<file path="config.mk">
export PLATFORM = sky130hd
export DESIGN_NAME = gpio_expander_i2c
export DESIGN_NICKNAME = d
export VERILOG_FILES = /design/src/rtl/gpio_expander_i2c.sv
export SDC_FILE = /design/constraint.sdc
export NUM_CORES = 1
export LEC_CHECK = 0
export BUFFER_PORTS_ARGS = -buffer_cell sky130_fd_sc_hd__buf_2
export CORE_MARGIN = 2
export CORE_UTILIZATION = 45
export DETAILED_ROUTE_END_ITERATION = 6
export PLACE_DENSITY = 0.71
export SETUP_SLACK_MARGIN = 0.1
export SYNTH_ARGS = -nofsm -noshare
export SYNTH_HDL_FRONTEND = slang
export SYNTH_SLANG_ARGS = --single-unit
export TNS_END_PERCENT = 5
</file>
<file path="constraint.sdc">
create_clock -name clk -period 4.05 [get_ports clk]
set_input_delay 0.6075 -clock clk [delete_from_list [all_inputs] [get_ports clk]]
set_output_delay 0.6075 -clock clk [all_outputs]
set_load 0.005 [all_outputs]
</file>
<file path="src/rtl/gpio_expander_i2c.sv">
module gpio_expander_i2c #(
  parameter logic [3:0] ADDR_HI = 4'b0111
) (
  input  logic       clk,
  input  logic       rst_n,
  input  logic       scl_i,
  input  logic       sda_i,
  output logic       sda_oe,
  input  logic [2:0] addr_sel,
  input  logic [7:0] pin_i,
  output logic [7:0] pin_o,
  output logic [7:0] pin_oe
);

  typedef enum logic [3:0] {
    S_IDLE, S_ADDR, S_AACK, S_CMD, S_CACK, S_WDAT, S_WACK, S_RDAT, S_RACK
  } st_t;

  st_t        state;
  logic [2:0] scl_s, sda_s;
  logic [7:0] out_r, pol_r, cfg_r, sr, tx, snap, rd_byte;
  logic [1:0] cmd;
  logic [3:0] cnt;
  logic       rw, host_ack;

  wire scl_rise  =  scl_s[1] & ~scl_s[2];
  wire scl_fall  = ~scl_s[1] &  scl_s[2];
  wire scl_high  =  scl_s[1] &  scl_s[2];
  wire start_det = scl_high & ~sda_s[1] &  sda_s[2];
  wire stop_det  = scl_high &  sda_s[1] & ~sda_s[2];

  assign pin_o  = out_r;
  assign pin_oe = ~cfg_r;

  always_comb begin
    case (cmd)
      2'd0:    rd_byte = snap ^ pol_r;
      2'd1:    rd_byte = out_r;
      2'd2:    rd_byte = pol_r;
      default: rd_byte = cfg_r;
    endcase
  end

  always_ff @(posedge clk) begin
    if (!rst_n) begin
      scl_s <= 3'b111;
      sda_s <= 3'b111;
    end else begin
      scl_s <= {scl_s[1:0], scl_i};
      sda_s <= {sda_s[1:0], sda_i};
    end
  end

  always_ff @(posedge clk) begin
    if (!rst_n) begin
      state    <= S_IDLE;
      sda_oe   <= 1'b0;
      out_r    <= 8'hFF;
      pol_r    <= 8'h00;
      cfg_r    <= 8'hFF;
      cmd      <= 2'd0;
      sr       <= 8'h00;
      tx       <= 8'h00;
      snap     <= 8'h00;
      cnt      <= 4'd0;
      rw       <= 1'b0;
      host_ack <= 1'b0;
    end else if (start_det) begin
      state  <= S_ADDR;
      cnt    <= 4'd0;
      sda_oe <= 1'b0;
    end else if (stop_det) begin
      state  <= S_IDLE;
      sda_oe <= 1'b0;
    end else if (scl_rise) begin
      case (state)
        S_ADDR, S_CMD, S_WDAT: begin
          sr  <= {sr[6:0], sda_s[1]};
          cnt <= cnt + 4'd1;
        end
        S_AACK: snap <= pin_i;
        S_RACK: begin
          snap     <= pin_i;
          host_ack <= ~sda_s[1];
        end
        default: ;
      endcase
    end else if (scl_fall) begin
      case (state)
        S_ADDR: if (cnt == 4'd8) begin
          cnt <= 4'd0;
          if (sr[7:1] == {ADDR_HI, addr_sel}) begin
            state  <= S_AACK;
            rw     <= sr[0];
            sda_oe <= 1'b1;
          end else begin
            state  <= S_IDLE;
          end
        end
        S_AACK: begin
          cnt    <= 4'd0;
          tx     <= rd_byte;
          sda_oe <= rw ? ~rd_byte[7] : 1'b0;
          state  <= rw ? S_RDAT : S_CMD;
        end
        S_CMD: if (cnt == 4'd8) begin
          cnt    <= 4'd0;
          cmd    <= sr[1:0];
          sda_oe <= 1'b1;
          state  <= S_CACK;
        end
        S_CACK, S_WACK: begin
          sda_oe <= 1'b0;
          state  <= S_WDAT;
        end
        S_WDAT: if (cnt == 4'd8) begin
          cnt    <= 4'd0;
          sda_oe <= 1'b1;
          state  <= S_WACK;
          case (cmd)
            2'd1:    out_r <= sr;
            2'd2:    pol_r <= sr;
            2'd3:    cfg_r <= sr;
            default: ;
          endcase
        end
        S_RDAT: begin
          if (cnt == 4'd7) begin
            cnt    <= 4'd0;
            sda_oe <= 1'b0;
            state  <= S_RACK;
          end else begin
            cnt    <= cnt + 4'd1;
            sda_oe <= ~tx[6];
            tx     <= {tx[6:0], 1'b0};
          end
        end
        S_RACK: begin
          if (host_ack) begin
            tx     <= rd_byte;
            sda_oe <= ~rd_byte[7];
            state  <= S_RDAT;
          end else begin
            state  <= S_IDLE;
          end
        end
        default: ;
      endcase
    end
  end

endmodule

</file>
==> out/metrics.cfg, run 1 <==
[timing]
skew_ns=0.00881
rsz0062_at_grt=no
whs_ns=0.399
period_share_pct=55.3
worst_slew_pin_slew_ns=0.797
timing_hold_violations_final=0
setup_tns_ns=0
maxSlewHeadroom_pct=46.8
drv_slew=0
setup_violations=0
max_freq_mhz=446
layout_min_cycle_time_ns=2.24
fin_ws_ns=1.81

[place]
gp_congestion=0.892
post-place-ws_ns=1.82
io_buffers=31
placed_cell_area_um2=3530
hpwlAfterDp_um=5070

[yosys]
avgSynthCellArea_um2=9.17
yosysWarnings=0
synth_nets=387
seq_area_frac_synth_pct=39.3
syn_area_um2=3370
syn_inst=367
synth_edf_count=0
async_flop_share_pct=0
synth-seq-cells=66
yosysUniqueCellTypes=61
synthFlopType=dfxtp_1

[global_routing]
grt_pass1_wl_um=12700
antenna_found_initial=0
grt-ovfl-total=0
grtUsageTotal_pct=19.3
grt_pass1_vias=2533
grt_max_degree=48

[clock_network]
h-tree-depth=3
clock-sinks=66
cts-hold-fix-buffers=0
cts_tree=done
worstSkewPairLatency_ns=0.34
clkTransAtPathRegs_ns=0.08
cts_buffer_depth=2
numCtsBuffers=9
cts_root_buf=clkbuf_8
cts-resized-gates=0
postCtsSetupBuffers=0

[finish]
areaGrowthSynthToFinish_pct=11.1
post_route_cells_drive_above_1_share_pct=17.6
post-route-cell-area_um2=3740
fin_nets=407
diodes=0

[status]
status=finished, final reports clean

[critical_path]
r2r-end=pin_o[0]
worst_ep_arrival_time_ns=2.46
path_class=reg -> reg
critPathBufInv=0
worstRegToRegCells=5
crit_path_max_incr_delay_ns=0.58
r2r-start=state[0]
cp-end-kind=register
crit_family=simple AND/OR/NAND/NOR gates
timing.critical_path.fanout_max=11
r2r_slack_ns=1.81
critPathRequiredTime_ns=4.27
cp_slowest_cell=and4b_1
start_kind=register
path_cells=or2b_1 > nor3b_1 > and4b_1 > mux2i_1 > nand2_1

[routing]
drcViolationCount=0
dr_total_vias=2612
drt-total-wl_um=7440
detail-route-antenna-nets=0
first_pass_iters=4
vias_per_cell=5.32
initialDrtViolationCount=137
wl_per_cell_um=15.2

[floorplan]
die_area_um2=8190
die_x_um=90.5
io_pins=32
rows=31
coreArea_um2=7250
dieHeight_um=90.5
start_util_pct=46.4

[min_path]
hold_depth=1
hold_class=reg -> reg
hold_end=scl_s[1]
hold_start=scl_s[0]

[pwr]
leakage_nw=1.56
powerDensity_nw_per_um2=342
vdd.ir_drop.worst_mv=0.141

[flow_run]
maxCapViolations=0

-- cell type report --
class	count	area, um^2
clock inverters	4	50.0
multi-input cells	264	1870
repair buffers	32	163
clock buffers	12	155
fillers	695	3510
inverters	14	52.6
well taps	99	124
flip-flops and latches	66	1320
-- Yosys cell counts (2+ instances only) --
| cell | n | area, um^2 |
|---|---|---|
| a21oi_1 | 9 | 45.0 |
| dfxtp_1 | 66 | 1320 |
| inv_1 | 14 | 52.6 |
| buf_2 | 4 | 20.0 |
| o21ai_1 | 9 | 45.0 |
| o21ai_0 | 11 | 55.1 |
| mux2i_1 | 36 | 360 |
| o211ai_1 | 7 | 52.6 |
| a31oi_1 | 2 | 12.5 |
| nor3_1 | 4 | 20.0 |
| xnor2_1 | 8 | 70.1 |
| o22ai_1 | 6 | 37.5 |
| mux2_2 | 9 | 101 |
| nand3b_1 | 5 | 37.5 |
| nor3b_1 | 2 | 15.0 |
| nor2_1 | 6 | 22.5 |
| clkbuf_1 | 12 | 45.0 |
| nand3_1 | 11 | 55.1 |
| o31ai_1 | 2 | 15.0 |
| nand2_2 | 2 | 12.5 |
| xor2_1 | 4 | 35.0 |
| or3b_1 | 2 | 17.5 |
| nand2b_1 | 8 | 50.1 |
| nor4_1 | 2 | 12.5 |
| o21bai_1 | 3 | 22.5 |
| nand2_1 | 47 | 176 |
| buf_4 | 5 | 37.5 |
| and4b_1 | 4 | 40.0 |
| ha_1 | 5 | 62.6 |
| nor2b_1 | 31 | 194 |
-- through the flow --
step | util, % | power [mW] | instances
finish | 51.6 | 1.28 | 491
global route | 51.6 | 1.32 | 491
CTS | 51.6 | 1.29 | 491
detailed placement | 48.7 | 0.722 | 475
global placement | 48.7 | 0.720 | 475
floorplan | - | 0.708 | 367
-- logic make-up (layout without fill, tap and decap cells) --
kind of cell	count (synthesis)	after routing	share of synthesized area [%]
flops	66	66	39.3
xor+xnor	13	13	3.61
compound gates	62	62	13.3
simple gates	139	139	23.2
buf+inv	37	62	5.06
mux	45	45	13.7
fa+ha+maj	5	5	1.86
-- flip-flops by register name, indices dropped and copies added (netlist names), 2 cells and up --
signal,cells
pol_r,8
cnt,4
state,4
tx,7
pin_o,8
scl_s,3
sr,8
snap,8
cmd,2
cfg_r,8
sda_s,3
-- worst max path at each step --
stage | from | end | cells past startpoint
2_1_floorplan | scl_s[1] | cnt[3] | 6
3_3_place_gp | state[0] | pin_o[6] | 5
3_5_place_dp | state[0] | pin_o[0] | 5
4_1_cts | state[0] | pin_o[2] | 5
5_1_grt | state[0] | pin_o[5] | 5
6_report | state[0] | pin_o[0] | 5
-- power by group --
group | switching (mW) | internal (mW) | leakage, nW
Sequential | 0.00385 | 0.652 | 0.533
Clock | 0.256 | 0.317 | 0.0986
Combinational | 0.0303 | 0.0215 | 0.930
Total | 0.290 | 0.990 | 1.56
-- placed cells by master, fill, tap and decap left out, types with 2 or more instances in the layout --
cell / synthesis / final
dfxtp_1: 66 / 66
nand2_1: 47 / 47
mux2i_1: 36 / 36
nor2b_1: 31 / 31
buf_2: 4 / 31
inv_1: 14 / 14
o21ai_0: 11 / 11
nand3_1: 11 / 11
clkbuf_8: 0 / 11
o21ai_1: 9 / 9
a21oi_1: 9 / 9
mux2_2: 9 / 9
nand2b_1: 8 / 8
xnor2_1: 8 / 8
o211ai_1: 7 / 7
nor2_1: 6 / 6
o22ai_1: 6 / 6
nand3b_1: 5 / 5
ha_1: 5 / 5
xor2_1: 4 / 4
and4b_1: 4 / 4
nor3_1: 4 / 4
o21bai_1: 3 / 3
or3b_1: 2 / 2
nor3b_1: 2 / 2
nand2_2: 2 / 2
a31oi_1: 2 / 2
nor4_1: 2 / 2
o31ai_1: 2 / 2
clkinvlp_4: 0 / 2
-- layer usage --
metal	global-route usage (%)	vias up	routed length, um
li1	-	1315	-
met1	23.9	1241	3420
met2	31.8	45	3570
met3	4.26	11	267
met4	8.85	0	180
met5	0	-	0
(Power assumes the default switching activity.)
==> run 2: changes to the inputs <==
clock period = 2.3 ns   (was 4.05 ns; I/O delays follow)
==> run 2 against run 1 <==
  * Final cell count grew 2.2%
  * Flip-flop and latch count is the same
  * Largest power group unchanged
  * Design area grew 3.4%
  * Combinational power grew 90%
  * Maximum frequency grew 6.4%
  * Routed wire length grew 1.3%
  * Sequential power grew 75%
  * Sequential share of layout area shrank 1.2 points
  * Critical endpoint is now pin_o[5]
==> out/metrics.cfg, run 2 (synthesized netlist as in run 1, its figures left out) <==
[critical_path]
critPathRequiredTime_ns=2.52  ; -1.75 ns
path_class=reg -> reg
start_kind=register
timing.critical_path.fanout_max=12  ; +1
worst_ep_arrival_time_ns=2.33  ; -0.13 ns
cp-end-kind=register

[clock_network]
worstSkewPairLatency_ns=0.34  ; about the same
cts-resized-gates=0  ; unchanged
numCtsBuffers=9  ; unchanged
clkTransAtPathRegs_ns=0.07  ; about the same
h-tree-depth=3  ; unchanged
cts_root_buf=clkbuf_8
cts_tree=done
cts_buffer_depth=2  ; unchanged
clock-sinks=66  ; unchanged

[global_routing]
grt-ovfl-total=0  ; unchanged
grt_pass1_wl_um=12600  ; -0.33%
grt_max_degree=50  ; +4.2%
antenna_found_initial=0  ; unchanged
grtUsageTotal_pct=18.9  ; -0.34 points
grt_pass1_vias=2600  ; +2.6%

[timing]
layout_min_cycle_time_ns=2.11  ; -0.134 ns
skew_ns=0.00679  ; -0.00203 ns
maxSlewHeadroom_pct=54.4  ; +7.6 points
period_share_pct=91.6  ; +36 points
worst_slew_pin_slew_ns=0.683  ; -0.114 ns
setup_tns_ns=0  ; unchanged
rsz0062_at_grt=yes
max_freq_mhz=475  ; +6.4%
timing_hold_violations_final=0  ; unchanged
drv_slew=0  ; unchanged
setup_violations=0  ; unchanged

[min_path]
hold_class=in -> reg

[routing]
first_pass_iters=4  ; unchanged
dr_total_vias=2678  ; +2.5%
vias_per_cell=5.33  ; +0.28%
wl_per_cell_um=15.0  ; -0.94%
drt-total-wl_um=7530  ; +1.3%
drcViolationCount=0  ; unchanged
initialDrtViolationCount=134  ; -2.2%
detail-route-antenna-nets=0  ; unchanged

[finish]
stdcell_count=502  ; +2.2%
fillerInstances=676  ; -2.7%
fin_nets=418  ; +2.7%
areaGrowthSynthToFinish_pct=14.9
diodes=0  ; unchanged
final_common_cell=dfxtp_1
post-route-cell-area_um2=3870  ; +3.4%
post_route_cells_drive_above_1_share_pct=20.1  ; +2.5 points
final_cell_mix=66 x dfxtp_1, 47 x nand2_1, 36 x mux2i_1

[pwr]
powerDensity_nw_per_um2=617  ; +80%
vdd.ir_drop.worst_mv=0.363  ; +160%
leakage_nw=1.64  ; +5.1%

[floorplan]
die_x_um=90.5  ; unchanged
dieHeight_um=90.5  ; unchanged
rows=31  ; unchanged
start_util_pct=46.4  ; unchanged
coreArea_um2=7250  ; unchanged
die_area_um2=8190  ; unchanged
io_pins=32  ; unchanged

[place]
placed_cell_area_um2=3620  ; +2.5%
dp_cells=485  ; +2.1%
gp_congestion=0.907  ; +1.7%
hpwlAfterDp_um=5310  ; +4.8%
io_buffers=31  ; unchanged

[status]
status=finished, final reports clean

[flow_run]
maxCapViolations=0  ; unchanged

==> run 2: layer usage <==
metal | up-vias | track usage (%) | part of all wire (%)
li1 | 1343 | - | -
met1 | 1261 | 25.1 | 46
met2 | 60 | 30.8 | 49
met3 | 14 | 3.09 | 3.4
met4 | 0 | 7.31 | 2.1
met5 | - | 0 | 0
==> run 2: final timing paths <==
check,startpoint,endpoint,slack [ns],cells after the start
hold reg to reg,sda_s[0],sda_s[1],0.42,1
setup reg to reg,state[3],pin_o[5],0.19,6
hold / removal,sda_i,sda_s[0],0.20,2
setup / recovery,state[3],pin_o[5],0.19,6
==> run 2: final cells by class <==
| cell class | count | area, um^2 | share of cell area (%) |
|---|---|---|---|
| Timing Repair Buffer | 43 | 258 | 6.67 |
| Inverter | 14 | 52.6 | 1.36 |
| Clock inverter | 5 | 85.1 | 2.20 |
| Clock buffer | 11 | 151 | 3.92 |
| Sequential cell | 66 | 1320 | 34.2 |
| Tap cell | 99 | 124 | 3.20 |
| Multi-Input combinational cell | 264 | 1870 | 48.5 |
==> run 2: timing repair <==
item	CTS	global route
endpoints found under the setup margin	0	3
hold buffers	0	0
setup buffers	0	1
==> run 2: worst max-delay path, stage by stage (launching register included) <==
cell	delay [ns]
dfxtp_1	0.44
or2b_1	0.31
nor3b_1	0.49
and4b_1	0.27
buf_4	0.19
mux2i_1	0.21
nand2_1	0.08
==> run 2: per-stage QoR <==
step	util, %	hold slack, ns	total power, mW	setup slack (ns)
6_report	53.3	0.195	2.39	0.193
5_1_grt	53.3	0.189	2.47	0.0902
4_1_cts	53.2	0.183	2.41	0.207
3_5_place_dp	49.9	0.405	1.28	0.216
3_3_place_gp	49.9	0.391	1.27	0.341
2_1_floorplan	-	0.386	1.25	0.443
==> run 2: power by group <==
group / internal [mW] / switching, mW
registers: 1.15 / 0.00459
logic: 0.0417 / 0.0567
clock network: 0.675 / 0.460
==> run 3: changes to the inputs <==
CELL_PAD_IN_SITES_DETAIL_PLACEMENT = 1   (was default)
CELL_PAD_IN_SITES_GLOBAL_PLACEMENT = 2   (was default)
CORE_UTILIZATION = 37   (was 45)
PLACE_DENSITY = 0.87   (was 0.71)
==> run 3 against run 2 <==
  * Clock-buffer cell count did not move
  * Global-route usage fell by 0.97 points
  * Design area fell by 1.4%
  * Register-to-register slack got worse by 0.03 ns
  * Sequential power barely moved
  * Sequential share of layout area rose by 0.48 points
  * Clock skew rose by 0.0061 ns
  * Combinational power barely moved
  * Largest power group unchanged
  * First-iteration DRC count fell by 39%
==> out/metrics.cfg, run 3 (synthesized netlist as in run 1, its figures left out) <==
[timing]
timing_hold_violations_final=0  ; unchanged
max_freq_mhz=469  ; -1.2%
skew_ns=0.0129  ; +0.00609 ns
drv_slew=0  ; unchanged
layout_min_cycle_time_ns=2.13  ; +0.0256 ns
maxSlewHeadroom_pct=54.7  ; +0.30 points
setup_tns_ns=0  ; unchanged
period_share_pct=92.7  ; +1.1 points
worst_slew_pin_slew_ns=0.678  ; -0.00450 ns
setup_violations=0  ; unchanged
rsz0062_at_grt=yes

[critical_path]
worst_ep_arrival_time_ns=2.42  ; +0.09 ns
timing.critical_path.fanout_max=13  ; +1
critPathRequiredTime_ns=2.59  ; +0.07 ns
cp-end-kind=register
endpoint=cnt[3]
path_class=reg -> reg
cp-startpoint=state[2]
r2r-end=cnt[3]
r2r_slack_ns=0.17  ; -0.03 ns
r2r-start=state[2]
worstRegToRegCells=5  ; -1
start_kind=register

[clock_network]
cts_root_buf=clkbuf_8
worstSkewPairLatency_ns=0.35  ; about the same
cts_buffer_depth=2  ; unchanged
h-tree-depth=3  ; unchanged
numCtsBuffers=9  ; unchanged
clock-sinks=66  ; unchanged
postCtsSetupBuffers=0  ; unchanged
clkTransAtPathRegs_ns=0.08  ; about the same
cts_tree=done

[place]
gp_congestion=0.875  ; -3.5%
dp_cells=496  ; +2.3%
io_buffers=31  ; unchanged
hpwlAfterDp_um=6010  ; +13%

[finish]
final_cell_mix=66 x dfxtp_1, 47 x nand2_1, 36 x mux2i_1
fillerInstances=1035  ; +53%
areaGrowthSynthToFinish_pct=13.3
stdcell_count=512  ; +2.0%
fin_nets=419  ; +0.24%
diodes=0  ; unchanged
post_route_cells_drive_above_1_share_pct=20.3  ; +0.20 points
final_common_cell=dfxtp_1

[pwr]
leakage_nw=1.61  ; -2.0%
vdd.ir_drop.worst_mv=0.289  ; -20%
powerDensity_nw_per_um2=557  ; -9.7%

[floorplan]
rows=34  ; +9.7%
die_x_um=99.4  ; +9.8%
start_util_pct=38.4  ; -8.0 points
dieHeight_um=99.4  ; +9.8%
io_pins=32  ; unchanged
die_area_um2=9880  ; +21%
coreArea_um2=8760  ; +21%

[routing]
vias_per_cell=5.23  ; -2.0%
initialDrtViolationCount=82  ; -39%
dr_total_vias=2678  ; unchanged
wl_per_cell_um=16.3  ; +8.8%
drt-total-wl_um=8360  ; +11%
drcViolationCount=0  ; unchanged
detail-route-antenna-nets=0  ; unchanged
first_pass_iters=4  ; unchanged

[global_routing]
grt-ovfl-total=0  ; unchanged
grt_pass1_wl_um=14000  ; +10%
grtUsageTotal_pct=17.9  ; -0.97 points
grt_max_degree=62  ; +24%
grt_pass1_vias=2742  ; +5.5%
antenna_found_initial=0  ; unchanged

[flow_run]
maxCapViolations=0  ; unchanged

[status]
status=finished, final reports clean

[min_path]
hold_class=in -> reg

run 3: cell count changes in the layout (fill, tap and decap cells not counted), sizes merged:
| cell | delta |
|---|---|
| inv | -1 |
| buf | +1 |
| bufinv | -2 |
| clkinvlp | +1 |
| clkinv | +2 |
run 3: worst max-delay path, cell delays in order, from the launching register on:
cell       delay [ns]
dfxtp_1          0.61
nand2_1          0.21
a2111oi_4        0.40
a22oi_2          0.20
or4_1            0.53
a21oi_1          0.12
run 3: area by class of cell:
type / instances / area (um^2) / share of cell area [%]
timing repair buffer: 44 / 253 / 6.63
multi-input combinational: 264 / 1880 / 49.3
sequential: 66 / 1320 / 34.7
tap: 108 / 135 / 3.54
clock inverter: 5 / 30.0 / 0.788
clock buffer: 11 / 141 / 3.71
inverter: 14 / 52.6 / 1.38
run 3: how the worst min path moves through the flow:
stage | startpoint | endpoint | slack [ns] | cells past startpoint
global route | scl_i | scl_s[0] | 0.18 | 2
floorplan | scl_s[0] | scl_s[1] | 0.39 | 1
global placement | scl_s[0] | scl_s[1] | 0.39 | 1
finish | sda_i | sda_s[0] | 0.18 | 2
CTS | sda_i | sda_s[0] | 0.17 | 2
detailed placement | sda_s[0] | sda_s[1] | 0.40 | 1
run 3: what timing repair did:
| item | 4_1_cts | 5_1_grt |
|---|---|---|
| endpoints found under the setup margin | 0 | 11 |
| hold buffers | 0 | 0 |
| resized for setup | 0 | 1 |
run 3: metrics by stage:
stage	hold WS, ns	setup WS (ns)	power (mW)	instance area (um^2)	utilization (%)
3_5_place_dp	0.396	0.197	1.28	3640	41.5
2_1_floorplan	0.386	0.443	1.25	3370	-
3_3_place_gp	0.394	0.246	1.28	3640	41.5
4_1_cts	0.167	0.171	2.16	3810	43.4
5_1_grt	0.181	0.0358	2.21	3810	43.5
6_report	0.183	0.168	2.12	3810	43.5
run 3: layer usage:
| layer | part of all wire [%] | global-route usage, % |
|---|---|---|
| met5 | 0 | 0 |
| met4 | 1.6 | 5.27 |
| met3 | 3.4 | 4.29 |
| met2 | 48 | 30.5 |
| met1 | 47 | 22.7 |
run 3: report_power, final:
group	internal, mW	switching, mW
Combinational	0.0417	0.0592
Clock	0.415	0.457
Sequential	1.15	0.00419
Total	1.60	0.520
